**config.mk**
```make
export PLATFORM = sky130hd
export DESIGN_NAME = lpm_policy_ctrl
export DESIGN_NICKNAME = d
export VERILOG_FILES = /design/src/rtl/lpm_pkg.sv /design/src/rtl/lpm_wake_sel.sv /design/src/rtl/lpm_mode_fsm.sv /design/src/rtl/lpm_out_decode.sv /design/src/rtl/lpm_clk_handoff.sv /design/src/rtl/lpm_policy_ctrl.sv
export SDC_FILE = /design/constraint.sdc
export NUM_CORES = 1
export LEC_CHECK = 0
export ABC_AREA = 1
export BUFFER_PORTS_ARGS = -buffer_cell sky130_fd_sc_hd__clkbuf_2
export CAP_MARGIN = 0
export CORE_MARGIN = 2
export CORE_UTILIZATION = 31
export CTS_CLUSTER_DIAMETER = 120
export DETAILED_ROUTE_END_ITERATION = 16
export GPL_TIMING_DRIVEN = 0
export PLACE_DENSITY = 0.53
export SKIP_CTS_REPAIR_TIMING = 1
export SYNTH_ARGS = -nofsm -noshare
export SYNTH_HDL_FRONTEND = slang
export SYNTH_HIERARCHICAL = 1
export SYNTH_SLANG_ARGS = --single-unit
export TNS_END_PERCENT = 100
```
**constraint.sdc**
```tcl
create_clock -name clk -period 1.55 [get_ports clk]
set_input_delay 0.3875 -clock clk [delete_from_list [all_inputs] [get_ports clk]]
set_output_delay 0.3875 -clock clk [all_outputs]
set_load 0.1 [all_outputs]
```
**src/rtl/lpm_pkg.sv**
```systemverilog
package lpm_pkg;

   typedef enum logic [2:0] {
      MC_RUN   = 3'd0,
      MC_SLEEP = 3'd1,
      MC_STOP  = 3'd2,
      MC_STBY  = 3'd3,
      MC_SHDN  = 3'd4
   } mode_cls_e;

   typedef enum logic [1:0] {
      RT_FAST = 2'd0,
      RT_MID  = 2'd1,
      RT_LF   = 2'd2
   } rate_e;

   typedef enum logic [1:0] {
      DRV_OFF  = 2'd0,
      DRV_LOW  = 2'd1,
      DRV_RED  = 2'd2,
      DRV_FULL = 2'd3
   } drive_e;

   localparam int NUM_HCLK = 3;  // cpu, main, low-power peripheral

   typedef struct packed {
      logic   cpu_en;
      logic   mclk_en;
      logic   ulp_en;
      logic   lf_en;
      logic   tmr_en;
      rate_e  cpu_rt;
      rate_e  mclk_rt;
      rate_e  ulp_rt;
      logic   osc_en;
      logic   fast_ok;
      drive_e drive;
      logic   pd0_on;
      logic   pd1_on;
      logic   pd1_ret;
   } ctl_vec_t;

   function automatic logic [1:0] pol_clamp(input logic [1:0] p);
      return (p == 2'd3) ? 2'd2 : p;
   endfunction

endpackage

```
**src/rtl/lpm_wake_sel.sv**
```systemverilog
module lpm_wake_sel #(
   parameter int IRQ0_W = 8,
   parameter int IRQ1_W = 8,
   parameter int WAKE_W = 4
) (
   input  logic [IRQ0_W-1:0] irq_pd0,
   input  logic [IRQ1_W-1:0] irq_pd1,
   input  logic [WAKE_W-1:0] wake_io,
   input  logic              ext_rst_wake,
   input  logic              dbg_wake,
   output logic              wake_any_irq,
   output logic              wake_pd0_irq,
   output logic              wake_pin
);
   always_comb begin
      wake_pd0_irq = |irq_pd0;
      wake_any_irq = (|irq_pd0) | (|irq_pd1);
      wake_pin     = (|wake_io) | ext_rst_wake | dbg_wake;
   end
endmodule

```
**src/rtl/lpm_mode_fsm.sv**
```systemverilog
module lpm_mode_fsm
   import lpm_pkg::*;
(
   input  logic       clk,
   input  logic       rst_n,
   input  logic       wfi,
   input  logic [2:0] req_class,
   input  logic [1:0] run_pol,
   input  logic [1:0] sleep_pol,
   input  logic [1:0] stop_pol,
   input  logic       stby_pol,
   input  logic       wake_any_irq,
   input  logic       wake_pd0_irq,
   input  logic       wake_pin,
   output mode_cls_e  cls_q,
   output logic [1:0] pol_q,
   output logic [1:0] run_saved_q,
   output logic       lost_q
);
   always_ff @(posedge clk) begin
      if (!rst_n) begin
         cls_q       <= MC_RUN;
         pol_q       <= 2'd0;
         run_saved_q <= 2'd0;
         lost_q      <= 1'b0;
      end else begin
         unique case (cls_q)
            MC_RUN: begin
               if (wfi) begin
                  case (req_class)
                     3'd0: begin
                        pol_q  <= pol_clamp(run_pol);
                        lost_q <= 1'b0;
                     end
                     3'd1: begin
                        cls_q       <= MC_SLEEP;
                        pol_q       <= pol_clamp(sleep_pol);
                        run_saved_q <= pol_q;
                        lost_q      <= 1'b0;
                     end
                     3'd2: begin
                        cls_q       <= MC_STOP;
                        pol_q       <= pol_clamp(stop_pol);
                        run_saved_q <= pol_q;
                        lost_q      <= 1'b0;
                     end
                     3'd3: begin
                        cls_q       <= MC_STBY;
                        pol_q       <= {1'b0, stby_pol};
                        run_saved_q <= pol_q;
                        lost_q      <= 1'b0;
                     end
                     3'd4: begin
                        cls_q       <= MC_SHDN;
                        pol_q       <= 2'd0;
                        run_saved_q <= pol_q;
                        lost_q      <= 1'b0;
                     end
                     default: ;
                  endcase
               end
            end
            MC_SLEEP: begin
               if (wake_any_irq) begin
                  cls_q <= MC_RUN;
                  pol_q <= run_saved_q;
               end
            end
            MC_STOP, MC_STBY: begin
               if (wake_pd0_irq) begin
                  cls_q <= MC_RUN;
                  pol_q <= run_saved_q;
               end
            end
            MC_SHDN: begin
               if (wake_pin) begin
                  cls_q       <= MC_RUN;
                  pol_q       <= 2'd0;
                  run_saved_q <= 2'd0;
                  lost_q      <= 1'b1;
               end
            end
            default: begin
               cls_q <= MC_RUN;
               pol_q <= 2'd0;
            end
         endcase
      end
   end
endmodule

```
**src/rtl/lpm_out_decode.sv**
```systemverilog
module lpm_out_decode
   import lpm_pkg::*;
(
   input  mode_cls_e  cls,
   input  logic [1:0] pol,
   input  logic [1:0] run_saved,
   output ctl_vec_t   ctl
);
   always_comb begin
      ctl         = '0;
      ctl.lf_en   = 1'b1;
      ctl.tmr_en  = 1'b1;
      ctl.pd0_on  = 1'b1;
      ctl.pd1_on  = 1'b1;
      ctl.cpu_rt  = RT_LF;
      ctl.mclk_rt = RT_LF;
      ctl.ulp_rt  = RT_LF;
      ctl.drive   = DRV_OFF;
      unique case (cls)
         MC_RUN, MC_SLEEP: begin
            ctl.cpu_en  = (cls == MC_RUN);
            ctl.mclk_en = 1'b1;
            ctl.ulp_en  = 1'b1;
            ctl.cpu_rt  = (pol == 2'd0) ? RT_FAST : RT_LF;
            ctl.mclk_rt = (pol == 2'd0) ? RT_FAST : RT_LF;
            ctl.ulp_rt  = (pol == 2'd0) ? RT_FAST : RT_LF;
            ctl.osc_en  = (pol != 2'd2);
            ctl.fast_ok = (pol == 2'd0);
            ctl.drive   = DRV_FULL;
         end
         MC_STOP: begin
            ctl.ulp_en = 1'b1;
            ctl.drive  = DRV_RED;
            case (pol)
               2'd0: begin
                  ctl.ulp_rt = (run_saved == 2'd0) ? RT_MID : RT_LF;
                  ctl.osc_en = (run_saved != 2'd2);
               end
               2'd1: begin
                  ctl.ulp_rt = RT_MID;
                  ctl.osc_en = 1'b1;
               end
               default: begin
                  ctl.ulp_rt = RT_LF;
                  ctl.osc_en = 1'b0;
               end
            endcase
         end
         MC_STBY: begin
            ctl.ulp_en  = (pol == 2'd0);
            ctl.drive   = DRV_LOW;
            ctl.pd1_on  = 1'b0;
            ctl.pd1_ret = 1'b1;
         end
         default: begin
            ctl.lf_en  = 1'b0;
            ctl.tmr_en = 1'b0;
            ctl.pd0_on = 1'b0;
            ctl.pd1_on = 1'b0;
         end
      endcase
   end
endmodule

```
**src/rtl/lpm_clk_handoff.sv**
```systemverilog
module lpm_clk_handoff #(
   parameter int              RT_W         = 2,
   parameter bit              GLITCH_GUARD = 1'b1,
   parameter logic [RT_W-1:0] RST_RATE     = '0
) (
   input  logic            clk,
   input  logic            rst_n,
   input  logic            tgt_en,
   input  logic [RT_W-1:0] tgt_rate,
   output logic            clk_en,
   output logic [RT_W-1:0] rate_sel
);
   logic            en_q;
   logic [RT_W-1:0] rate_q;

   generate
      if (GLITCH_GUARD) begin : g_guard
         always_ff @(posedge clk) begin
            if (!rst_n) begin
               rate_q <= RST_RATE;
               en_q   <= 1'b1;
            end else if (tgt_rate != rate_q) begin
               rate_q <= tgt_rate;
               en_q   <= 1'b0;
            end else begin
               en_q <= tgt_en;
            end
         end
      end else begin : g_direct
         always_ff @(posedge clk) begin
            if (!rst_n) begin
               rate_q <= RST_RATE;
               en_q   <= 1'b1;
            end else begin
               rate_q <= tgt_rate;
               en_q   <= tgt_en;
            end
         end
      end
   endgenerate

   assign clk_en   = en_q;
   assign rate_sel = rate_q;
endmodule

```
**src/rtl/lpm_policy_ctrl.sv**
```systemverilog
module lpm_policy_ctrl
   import lpm_pkg::*;
#(
   parameter int IRQ0_W       = 8,
   parameter int IRQ1_W       = 8,
   parameter int WAKE_W       = 4,
   parameter bit GLITCH_GUARD = 1'b1
) (
   input  logic              clk,
   input  logic              rst_n,
   input  logic              wfi,
   input  logic [2:0]        req_class,
   input  logic [1:0]        run_pol,
   input  logic [1:0]        sleep_pol,
   input  logic [1:0]        stop_pol,
   input  logic              stby_pol,
   input  logic [IRQ0_W-1:0] irq_pd0,
   input  logic [IRQ1_W-1:0] irq_pd1,
   input  logic [WAKE_W-1:0] wake_io,
   input  logic              ext_rst_wake,
   input  logic              dbg_wake,
   output logic [2:0]        mode_class,
   output logic [1:0]        mode_policy,
   output logic              cpuclk_en,
   output logic              mclk_en,
   output logic              ulpclk_en,
   output logic              lfclk_en,
   output logic              lptmr_clk_en,
   output logic [1:0]        cpu_rate,
   output logic [1:0]        mclk_rate,
   output logic [1:0]        ulp_rate,
   output logic              sysosc_en,
   output logic              fast_src_ok,
   output logic [1:0]        reg_drive,
   output logic              pd0_pwr_en,
   output logic              pd1_pwr_en,
   output logic              pd1_retain,
   output logic              retention_lost
);
   localparam int RT_W = $bits(rate_e);

   generate
      if (IRQ0_W < 1) begin : g_bad_irq0
         $error("IRQ0_W must be at least 1");
      end
      if (IRQ1_W < 1) begin : g_bad_irq1
         $error("IRQ1_W must be at least 1");
      end
      if (WAKE_W < 1) begin : g_bad_wake
         $error("WAKE_W must be at least 1");
      end
   endgenerate

   logic       wk_any, wk_pd0, wk_pin;
   mode_cls_e  cls_q;
   logic [1:0] pol_q, saved_q;
   logic       lost_q;
   ctl_vec_t   ctl;

   lpm_wake_sel #(
      .IRQ0_W(IRQ0_W), .IRQ1_W(IRQ1_W), .WAKE_W(WAKE_W)
   ) u_wake (
      .irq_pd0      (irq_pd0),
      .irq_pd1      (irq_pd1),
      .wake_io      (wake_io),
      .ext_rst_wake (ext_rst_wake),
      .dbg_wake     (dbg_wake),
      .wake_any_irq (wk_any),
      .wake_pd0_irq (wk_pd0),
      .wake_pin     (wk_pin)
   );

   lpm_mode_fsm u_fsm (
      .clk          (clk),
      .rst_n        (rst_n),
      .wfi          (wfi),
      .req_class    (req_class),
      .run_pol      (run_pol),
      .sleep_pol    (sleep_pol),
      .stop_pol     (stop_pol),
      .stby_pol     (stby_pol),
      .wake_any_irq (wk_any),
      .wake_pd0_irq (wk_pd0),
      .wake_pin     (wk_pin),
      .cls_q        (cls_q),
      .pol_q        (pol_q),
      .run_saved_q  (saved_q),
      .lost_q       (lost_q)
   );

   lpm_out_decode u_dec (
      .cls       (cls_q),
      .pol       (pol_q),
      .run_saved (saved_q),
      .ctl       (ctl)
   );

   // switched clocks: index 0 cpu, 1 main, 2 low-power peripheral
   logic            tgt_en [NUM_HCLK];
   logic [RT_W-1:0] tgt_rt [NUM_HCLK];
   logic            hc_en  [NUM_HCLK];
   logic [RT_W-1:0] hc_rt  [NUM_HCLK];

   always_comb begin
      tgt_en[0] = ctl.cpu_en;
      tgt_en[1] = ctl.mclk_en;
      tgt_en[2] = ctl.ulp_en;
      tgt_rt[0] = ctl.cpu_rt;
      tgt_rt[1] = ctl.mclk_rt;
      tgt_rt[2] = ctl.ulp_rt;
   end

   generate
      for (genvar gi = 0; gi < NUM_HCLK; gi++) begin : g_hclk
         lpm_clk_handoff #(
            .RT_W         (RT_W),
            .GLITCH_GUARD (GLITCH_GUARD),
            .RST_RATE     (RT_W'(RT_FAST))
         ) u_ho (
            .clk      (clk),
            .rst_n    (rst_n),
            .tgt_en   (tgt_en[gi]),
            .tgt_rate (tgt_rt[gi]),
            .clk_en   (hc_en[gi]),
            .rate_sel (hc_rt[gi])
         );
      end
   endgenerate

   // plain controls, registered to match the handoff latency
   logic lf_q, tmr_q, osc_q, fok_q, pd0_q, pd1_q, ret_q;
   logic [1:0] drv_q;

   always_ff @(posedge clk) begin
      if (!rst_n) begin
         lf_q  <= 1'b1;
         tmr_q <= 1'b1;
         osc_q <= 1'b1;
         fok_q <= 1'b1;
         drv_q <= DRV_FULL;
         pd0_q <= 1'b1;
         pd1_q <= 1'b1;
         ret_q <= 1'b0;
      end else begin
         lf_q  <= ctl.lf_en;
         tmr_q <= ctl.tmr_en;
         osc_q <= ctl.osc_en;
         fok_q <= ctl.fast_ok;
         drv_q <= ctl.drive;
         pd0_q <= ctl.pd0_on;
         pd1_q <= ctl.pd1_on;
         ret_q <= ctl.pd1_ret;
      end
   end

   assign mode_class     = cls_q;
   assign mode_policy    = pol_q;
   assign retention_lost = lost_q;
   assign cpuclk_en      = hc_en[0];
   assign mclk_en        = hc_en[1];
   assign ulpclk_en      = hc_en[2];
   assign cpu_rate       = hc_rt[0];
   assign mclk_rate      = hc_rt[1];
   assign ulp_rate       = hc_rt[2];
   assign lfclk_en       = lf_q;
   assign lptmr_clk_en   = tmr_q;
   assign sysosc_en      = osc_q;
   assign fast_src_ok    = fok_q;
   assign reg_drive      = drv_q;
   assign pd0_pwr_en     = pd0_q;
   assign pd1_pwr_en     = pd1_q;
   assign pd1_retain     = ret_q;
endmodule

```
**Yosys cells after proc, flatten, opt, wreduce, memory -nomap -nowiden**

Cells that the tools add are included.

- Output and inout bits: 24
- Logic and storage cells: 102
- Register bits: 26
- Input port bits: 35

- Equality and inequality tests: 25
- Bitwise operators: 3
- Reduce and logical (&&, ||, !) cells: 18
- Mux-type cells: 38

Operator list:

| kind | count |
|---|---|
| $mux W2 | 13 |
| $pmux W3 S4 | 2 |
| $reduce_or A8 Y1 | 2 |
| $eq A3 B2 Y1 const B | 4 |
| $mux W3 | 4 |
| $ne A2 B2 Y1 const B | 6 |
| $pmux W3 S2 | 2 |
| $reduce_or A4 Y1 | 3 |
| $mux W1 | 10 |
| $pmux W2 S5 | 1 |
| $reduce_and A5 Y1 | 2 |
| $pmux W2 S4 | 1 |
| $reduce_and A4 Y1 | 2 |
| $eq A2 B2 Y1 const B | 3 |
| $eq A3 B1 Y1 const B | 2 |
| $eq A3 B3 Y1 const B | 2 |
| $logic_not A3 Y1 | 2 |
| $ne A2 B2 Y1 | 3 |
| $ne A6 B6 Y1 const B | 1 |
| $pmux W2 S3 | 1 |
| $ne A5 B5 Y1 const B | 1 |
| $reduce_or A5 Y1 | 1 |
| $logic_not A2 Y1 | 2 |
| $mux W4 | 1 |
| other kinds (8) | 13 |

**Depth between registers and ports, before layout**

Gate-level depths: netlist of run 1.

- Word-level depth: 6
- Depth in mapped cells: 11
- Gate-level depth less buffers: 11

**Cells and area by module**

The synthesis of run 1 kept the hierarchy.

Modules (own cells, without submodules):

| module | sequential area each (um^2) | instances | area an instance (um^2) | cells each |
|---|---|---|---|---|
| lpm_mode_fsm | 160.2 | 1 | 620.6 | 95 |
| lpm_clk_handoff | 60.1 | 3 | 118.9 | 17 |
| lpm_policy_ctrl | 180.2 | 1 | 261.5 | 28 |
| lpm_out_decode | 0.0 | 1 | 175.2 | 38 |
| lpm_wake_sel | 0.0 | 1 | 78.8 | 20 |

**Worst setup path before layout of run 1**

OpenSTA, ideal clock, no wires.

- Kind: reg-to-reg
- Start point: register u_fsm.cls_q[2]
- End point: register u_fsm.pol_q[0]
- Required time: 1.483 ns
- Clock period less this slack: 2.154 ns
- Path slack: -0.604 ns
- Cell stages (with the launch flop): 9
- Arrival: 2.088 ns
- Path buffers: 0
- Library setup time: 0.067 ns
- Path through: dfxtp_1 > inv_1 > nor2_2 > nand2_2 > nand2_2 > inv_1 > nand4_1 > nand2_1 > a21oi_2

- Cells in the longest elaborated chain, start to end: 4
- Elaborated cells between the ends (all ways): 13
- Those cells by class: eq/ne (9); mux (1); reduce/logical (3)

Ends and longest elaborated chain:

| what | RTL line | text |
|---|---|---|
| from (decl) | lpm_mode_fsm.sv:15 | `output mode_cls_e cls_q,` |
| from (signal assigned) | lpm_mode_fsm.sv:22 | `cls_q <= MC_RUN;` |
| from (signal assigned) | lpm_mode_fsm.sv:36 | `cls_q <= MC_SLEEP;` |
| from (signal assigned) | lpm_mode_fsm.sv:42 | `cls_q <= MC_STOP;` |
| $eq A3 B2 Y1 | lpm_mode_fsm.sv:27 | `unique case (cls_q)` |
| $reduce_or A2 Y1 | lpm_mode_fsm.sv:27 |  |
| $ne A2 B1 Y1 (no line) | - |  |
| $reduce_and A5 Y1 (no line) | - |  |
| to (signal assigned) | lpm_mode_fsm.sv:32 | `pol_q <= pol_clamp(run_pol);` |
| to (signal assigned) | lpm_mode_fsm.sv:37 | `pol_q <= pol_clamp(sleep_pol);` |
| to (signal assigned) | lpm_mode_fsm.sv:43 | `pol_q <= pol_clamp(stop_pol);` |
| to (decl) | lpm_mode_fsm.sv:16 | `output logic [1:0] pol_q,` |

Parallel ways exist; a longest one is shown, timed or not.
A chain may end at the register's enable or synchronous reset.

**Worst setup path after layout of run 1**

- Start point: register u_fsm.cls_q[0]
- End point: output port mode_class[0]

RTL lines:

| what | RTL line | text |
|---|---|---|
| to (decl) | lpm_policy_ctrl.sv:22 | `output logic [2:0] mode_class,` |

No word-level cell between the ends.

==> results of run 1 <==
## worst max-delay path by stage
| stage | start | endpoint | slack (ns) |
|---|---|---|---|
| 6_report | u_fsm/cls_q[0] | mode_class[0] | 0.06 |
| 4_1_cts | u_fsm/cls_q[2] | mode_class[2] | -0.03 |
| 2_1_floorplan | u_fsm/cls_q[1] | u_fsm/run_saved_q[1] | 0.05 |
| 3_3_place_gp | req_class[2] | u_fsm/run_saved_q[1] | 0.02 |
| 3_5_place_dp | req_class[2] | u_fsm/run_saved_q[1] | 0.01 |
| 5_1_grt | g_hclk[1].u_ho/rate_sel[0] | mclk_rate[0] | 0.02 |
## metal layers
metal / up-vias / track usage [%] / share of wire (%) / wire length [um]
li1: 825 / - / - / -
met4: 0 / 5.253 / 1.0 / 32
met2: 34 / 24.42 / 47 / 1485
met1: 617 / 14.56 / 48 / 1502
met3: 2 / 2.195 / 3.8 / 119
met5: - / 0 / 0 / 0
## stage by stage
step	power (mW)	instance area [sq um]	util [%]	hold WS [ns]	setup slack (ns)
global placement	1.597	1868	39.81	0.4653	0.02068
global route	2.148	1931	41.15	0.4943	0.01671
detailed placement	1.597	1868	39.81	0.4631	0.01006
floorplan	1.440	1510	-	0.4851	0.04657
CTS	2.037	1923	40.99	0.4697	-0.02530
finish	2.021	1931	41.15	0.4688	0.05767
## registers in the layout (all words and copies together), names as in the netlist
name,flops
g_hclk.u_ho/rate_sel,6
g_hclk.u_ho/clk_en,3
u_fsm/cls_q,3
reg_drive,2
u_fsm/pol_q,2
u_fsm/run_saved_q,2
fast_src_ok,1
lfclk_en,1
lptmr_clk_en,1
pd0_pwr_en,1
pd1_pwr_en,1
pd1_retain,1
sysosc_en,1
u_fsm/lost_q,1
## cell usage after synthesis
| cell | instances | area, sq um |
|---|---|---|
| a21oi_1 | 7 | 35.03 |
| nand3_1 | 12 | 60.06 |
| nand4_1 | 5 | 31.28 |
| nand2_2 | 6 | 37.54 |
| nand2_1 | 60 | 225.2 |
| o21ai_1 | 1 | 5.000 |
| nor2_4 | 2 | 22.52 |
| conb_1 | 1 | 3.750 |
| nor2_1 | 32 | 120.1 |
| dfxtp_1 | 26 | 520.5 |
| nand4_2 | 1 | 12.51 |
| nand2_4 | 1 | 11.26 |
| nor2_8 | 1 | 20.02 |
| o31ai_1 | 2 | 15.01 |
| buf_6 | 1 | 11.26 |
| buf_4 | 5 | 37.54 |
| inv_1 | 45 | 168.9 |
| nand3b_1 | 1 | 7.510 |
| nor3_1 | 1 | 5.000 |
| nor2_2 | 3 | 18.77 |
| o21bai_1 | 3 | 22.52 |
| nand3_4 | 1 | 17.52 |
| inv_2 | 5 | 18.77 |
| o21ai_0 | 8 | 40.04 |
| a21oi_2 | 1 | 8.760 |
| nor3_4 | 1 | 16.27 |
## worst reg2reg max path, cell delays in order, from the launching register on
cell	delay, ns
dfxtp_4	0.39
inv_2	0.09
nand2_4	0.09
nor2_4	0.17
nand2_1	0.12
nand2_2	0.12
inv_1	0.05
nand4_1	0.10
nand2_1	0.08
a21oi_2	0.12
## layout make-up
class / instances / area (sq um) / share of cell area, %
plain buffers: 6 / 48.80 / 2.528
inverters: 50 / 187.7 / 9.721
clock buffers: 4 / 55.05 / 2.852
multi-input cells: 151 / 739.5 / 38.30
flip-flops and latches: 26 / 534.3 / 27.67
repair buffers: 58 / 297.8 / 15.42
well taps: 54 / 67.56 / 3.500
## report_power, final
part           switching (mW)  internal [mW]  leakage, nW  total, mW
Clock                   0.212          0.227       0.0288      0.440
Combinational           0.608          0.203        0.837      0.812
Sequential             0.0454          0.725        0.216      0.770
## cells by family after synthesis
group | Yosys count
and+or+nand+nor | 127
buffers and inverters | 56
DFF | 26
AOI/OAI and AO/OA | 22
other | 1
==> flow_summary.json, run 1 <==
{
  "run_status": "finished clean",
  "tritoncts_buffers": 3,
  "clock_latency_ns": 0.27,
  "grt_max_degree": 15,
  "main_combinational_cell_family_by_area_after_synthesis": "simple AND/OR/NAND/NOR gates",
  "ys_ff_latch": 26,
  "nNetsFinal": 331,
  "syn-mean-instance-area_sq_um": 6.434,
  "cts.sinks": 26,
  "power_density_mw_per_mm2": 1047,
  "grt-ovfl-total": 0,
  "drt-wirelength-per-cell_um": 8.994,
  "cts_max_level": 1,
  "layout_commonest_cell": "nand2_1",
  "core_region_area_sq_mm": 0.004692,
  "place.gp.congestion": 0.7805,
  "drv_cap": 0,
  "hpwlAfterDp_um": 2504,
  "clockRootBuffer": "clkbuf_8",
  "yosysSeqAreaShare_pct": 34.87,
  "row_count": 25,
  "grt_pass1_vias": 1452,
  "antenna_left": 0,
  "post-route-period-util_pct": 96.28,
  "portBuffers": 58,
  "timing.reg2reg.worst_path_depth": 9,
  "critical-path-slowest-cell": "buf_2",
  "die_height_um": 73.39,
  "cts.reportedPaths.clkPinSlew_ns": 0.09,
  "cpLargestDelayFamily": "buffers and inverters",
  "final.setup_skew_ns": 0.002162,
  "finalMaxSlewViolations": 0,
  "netlist_instances": 232,
  "layout.cells.most_common_list": "nand2_1 (60), clkbuf_2 (53), inv_1 (45)",
  "hold_violations": 0,
  "hold_path.startpoint": "u_fsm/lost_q",
  "min_delay_worst_endpoint": "u_fsm/lost_q",
  "dp_cells": 345,
  "critPathArrivalTime_ns": 1.10,
  "drtIter0Drc": 38,
  "grt_antenna_before_repair": 0,
  "clk_path_buf_depth": 2,
  "ir_drop_mv": 0.3262,
  "routed_wl_um": 3139,
  "unrepaired_setup_endpoints_after_global_routing": "no",
  "worst-slew-pin-transition_ns": 0.5424,
  "layout-drive-gt1-share_pct": 32.20,
  "top_level_ports": 59,
  "critical_path.reg2reg.endpoint": "u_fsm/pol_q[0]",
  "worst-r2r-setup-slack_ns": 0.17,
  "final.min_clock_period_ns": 1.492,
  "groute.usage.overall_pct": 13.08,
  "worstPathRequired_ns": 1.16,
  "critical_path.max_stage_delay_ns": 0.44,
  "maxClockFrequency_ghz": 0.6701,
  "syn-cell-area_sq_mm": 0.001493,
  "worst_setup_path_end_kind": "output port",
  "dr_total_vias": 1478,
  "grt_first_pass_wirelength_um": 5678,
  "tritoncts": "done",
  "synth_compound_gate_area_share_pct": 8.466,
  "critical_path_cell_count": 1,
  "drc_errors": 0,
  "initial_util_pct": 31.81,
  "syn_to_final_growth_pct": 29.34,
  "cp.buffers_inverters": 1,
  "post_synth_mux_area_share_pct": 0,
  "source_of_the_worst_register_to_register_timing_path": "u_fsm/cls_q[1]",
  "dieWidth_um": 73.39,
  "layout.cells.non_filler": 349,
  "synth_cell_types": 26,
  "first_pass_iters": 4,
  "synth_fa_ha_area_share_pct": 0,
  "post_synth_xor_area_fraction_pct": 0,
  "startpoint_type": "flop",
  "synthSimpleGateAreaFrac_pct": 40.57,
  "fillerInstances": 516,
  "die_area_sq_mm": 0.005386,
  "worst_hold_path_type": "flop to flop",
  "relative_slew_slack_pct": 63.99,
  "crit_path_cell_trace": "buf_2",
  "finalSetupViolations": 0,
  "via_per_inst": 4.235,
  "antennaDiodeCount": 0,
  "critPathMaxFanout": 7,
  "static-leakage-power_nw": 1.082,
  "min_path_cells": 2,
  "timing_worst_setup_path_type": "flop to output port",
  "yosys_warnings": 6,
  "setup-tns-final_ns": 0
}
Note: power is estimated with default switching activity, not from simulation.
==> run 2, diff against run 1 <==
--- a/config.mk
+++ b/config.mk
@@ -5,15 +5,15 @@
 export SDC_FILE = /design/constraint.sdc
 export NUM_CORES = 1
 export LEC_CHECK = 0
-export ABC_AREA = 1
 export BUFFER_PORTS_ARGS = -buffer_cell sky130_fd_sc_hd__clkbuf_2
 export CAP_MARGIN = 0
 export CORE_MARGIN = 2
 export CORE_UTILIZATION = 31
 export CTS_CLUSTER_DIAMETER = 120
 export DETAILED_ROUTE_END_ITERATION = 16
+export GPL_ROUTABILITY_DRIVEN = 0
 export GPL_TIMING_DRIVEN = 0
-export PLACE_DENSITY = 0.53
+export PLACE_DENSITY = 0.54
 export SKIP_CTS_REPAIR_TIMING = 1
 export SYNTH_ARGS = -nofsm -noshare
 export SYNTH_HDL_FRONTEND = slang
==> flow_summary.json, run 2 <==
{
  "tritoncts_buffers": 3,
  "antennaDiodeCount": 0,
  "hpwlAfterDp_um": 2379,
  "global_route.usage.met3_pct": 3.343,
  "critPathArrivalTime_ns": 1.72,
  "synthSimpleGateAreaFrac_pct": 30.45,
  "drt-wirelength-per-cell_um": 11.41,
  "netlist_instances": 155,
  "worst_hold_path_type": "primary input to flop",
  "fin_area_sq_mm": 0.001883,
  "layout.cells.most_common_list": "clkbuf_2 (53), dfxtp_1 (21), nand2_1 (12)",
  "top_level_ports": 59,
  "synth_compound_gate_area_share_pct": 18.53,
  "layout_commonest_cell": "clkbuf_2",
  "post_synth_main_area_contributors": "dfxtp_1 (39%), nand2b_1 (4.7%), xor2_1 (3.9%)",
  "routed_wl_um": 3092,
  "cts.reportedPaths.clkPinSlew_ns": 0.09,
  "max_reg_flops": 6,
  "synth_fa_ha_area_share_pct": 0,
  "clk_path_buf_depth": 2,
  "dr_total_vias": 1302,
  "die_area_sq_mm": 0.004878,
  "postSynth.asyncResetShare_pct": 0,
  "grt_util_met2_pct": 23.17,
  "antenna_left": 0,
  "clockRootBuffer": "clkbuf_8",
  "tritoncts": "done",
  "startpoint_type": "flop",
  "static-leakage-power_nw": 0.8379,
  "dieWidth_um": 69.84,
  "yosys_most_used_dff": "dfxtp_1",
  "drtIter0Drc": 47,
  "grt_max_degree": 20,
  "final_core_util_pct": 46.08,
  "cts.sinks": 26,
  "worstPathRequired_ns": 1.74,
  "timing_worst_setup_path_type": "flop to flop",
  "unrepaired_setup_endpoints_after_global_routing": "yes",
  "row_count": 23,
  "placed_cell_area_sq_mm": 0.001745,
  "synth.cells.most_frequent": "dfxtp_1 (26), nand2_1 (12), nand2b_1 (10)",
  "yosysSeqAreaShare_pct": 38.73,
  "nNetsFinal": 257,
  "final.min_clock_period_ns": 1.526,
  "layout-drive-gt1-share_pct": 42.99,
  "global_route.peak_usage_layer": "met2",
  "grt-ovfl-total": 0,
  "grt_pass1_vias": 1219,
  "global_route.usage.met1_pct": 15.72,
  "grt_first_pass_wirelength_um": 5313,
  "maxClockFrequency_ghz": 0.6553,
  "worst-slew-pin-transition_ns": 0.5454,
  "finalSetupViolations": 0,
  "yosys.cell_count.top_type": "dfxtp_1",
  "setup-tns-final_ns": 0,
  "post_synth_mux_area_share_pct": 1.490,
  "via_per_inst": 4.804,
  "synth_enable_flop_cells": 0,
  "core_region_area_sq_mm": 0.004086,
  "yosys_warnings": 6,
  "initial_util_pct": 32.88,
  "ys_ff_latch": 26,
  "hold_violations": 0,
  "drc_errors": 0,
  "critPathMaxFanout": 6,
  "relative_slew_slack_pct": 63.80,
  "main_combinational_cell_family_by_area_after_synthesis": "simple AND/OR/NAND/NOR gates",
  "worst_setup_path_end_kind": "flop",
  "syn_to_final_growth_pct": 40.13,
  "groute.usage.overall_pct": 13.18,
  "cts_max_level": 1,
  "yosys.area.top_type_share_pct": 38.73,
  "first_pass_iters": 4,
  "clock_latency_ns": 0.27,
  "post-synth-top-area-cell": "dfxtp_1",
  "portBuffers": 58,
  "synth_cell_types": 41,
  "post_synth_xor_area_fraction_pct": 3.911,
  "run_status": "finished clean",
  "die_height_um": 69.84,
  "post-route-period-util_pct": 98.45,
  "syn-mean-instance-area_sq_um": 8.670,
  "final.setup_skew_ns": 0.006345,
  "finalMaxSlewViolations": 0,
  "syn-cell-area_sq_mm": 0.001344,
  "ir_drop_mv": 0.3067,
  "grt_antenna_before_repair": 0,
  "power_density_mw_per_mm2": 942.1,
  "drv_cap": 0
}
## run 2: cell count changes after synthesis, moves of 4 or more
cell | previous run | this run
and2_1 | 0 | 7
buf_2 | 0 | 5
inv_1 | 45 | 7
inv_2 | 5 | 0
nand2_1 | 60 | 12
nand2_2 | 6 | 0
nand2b_1 | 0 | 10
nand3_1 | 12 | 4
nor2_1 | 32 | 5
nor2b_1 | 0 | 6
nor3_1 | 1 | 5
nor4_1 | 0 | 7
o21ai_0 | 8 | 2
xor2_1 | 0 | 6
## run 2: path summary, 6_finish.rpt
kind,startpoint,end,slack [ns],cells after the start
max,u_fsm/pol_q[0],g_hclk[1].u_ho/clk_en,0.02,5
min,rst_n,g_hclk[1].u_ho/clk_en,0.44,2
max reg2reg,u_fsm/pol_q[0],g_hclk[1].u_ho/clk_en,0.02,5
min reg2reg,u_fsm/lost_q,u_fsm/lost_q,0.49,2
## run 2: critical path, stage by stage (launching register included)
cell and delay, ns:
dfxtp_4 0.37, or2_4 0.25, or3_4 0.33, buf_4 0.15
xor2_1 0.14, o31ai_2 0.20
## run 2: layer usage
metal,part of all wire [%],vias to the layer above,wire [um]
li1,-,679,-
met5,0,-,0
met4,0.81,0,25
met2,49,47,1505
met3,6.0,4,185
met1,44,572,1375
## run 2: power breakdown
part	internal, mW	switching [mW]
sequential	0.700	0.0259
combinational	0.166	0.389
clock	0.281	0.212
## run 2: cells by family (layout without fill, tap and decap cells)
| group | count (synthesis) | after routing |
|---|---|---|
| AND/OR/NAND/NOR | 72 | 72 |
| AO/OA/AOI/OAI | 31 | 31 |
| flip-flops | 26 | 26 |
| buffers and inverters | 17 | 82 |
| XOR/XNOR | 6 | 6 |
| multiplexers | 2 | 2 |
| other | 1 | 2 |
## run 2: per-stage QoR
stage	hold WS [ns]	power, mW	std cells	worst slack, ns
CTS	0.4311	1.768	268	-0.1035
global route	0.4432	1.856	271	-0.009289
global placement	0.4718	1.264	264	-0.3824
finish	0.4351	1.774	271	0.02395
detailed placement	0.4809	1.268	264	-0.3928
floorplan	0.4525	1.146	156	-0.08176
## run 2: cell type report
type,instances,area [sq um]
fill,401,2203
multi-input combinational,113,797.0
sequential,26,539.3
timing repair buffer,61,320.3
buffer,10,71.32
clock buffer,4,66.31
tap,50,62.56
inverter,7,26.28
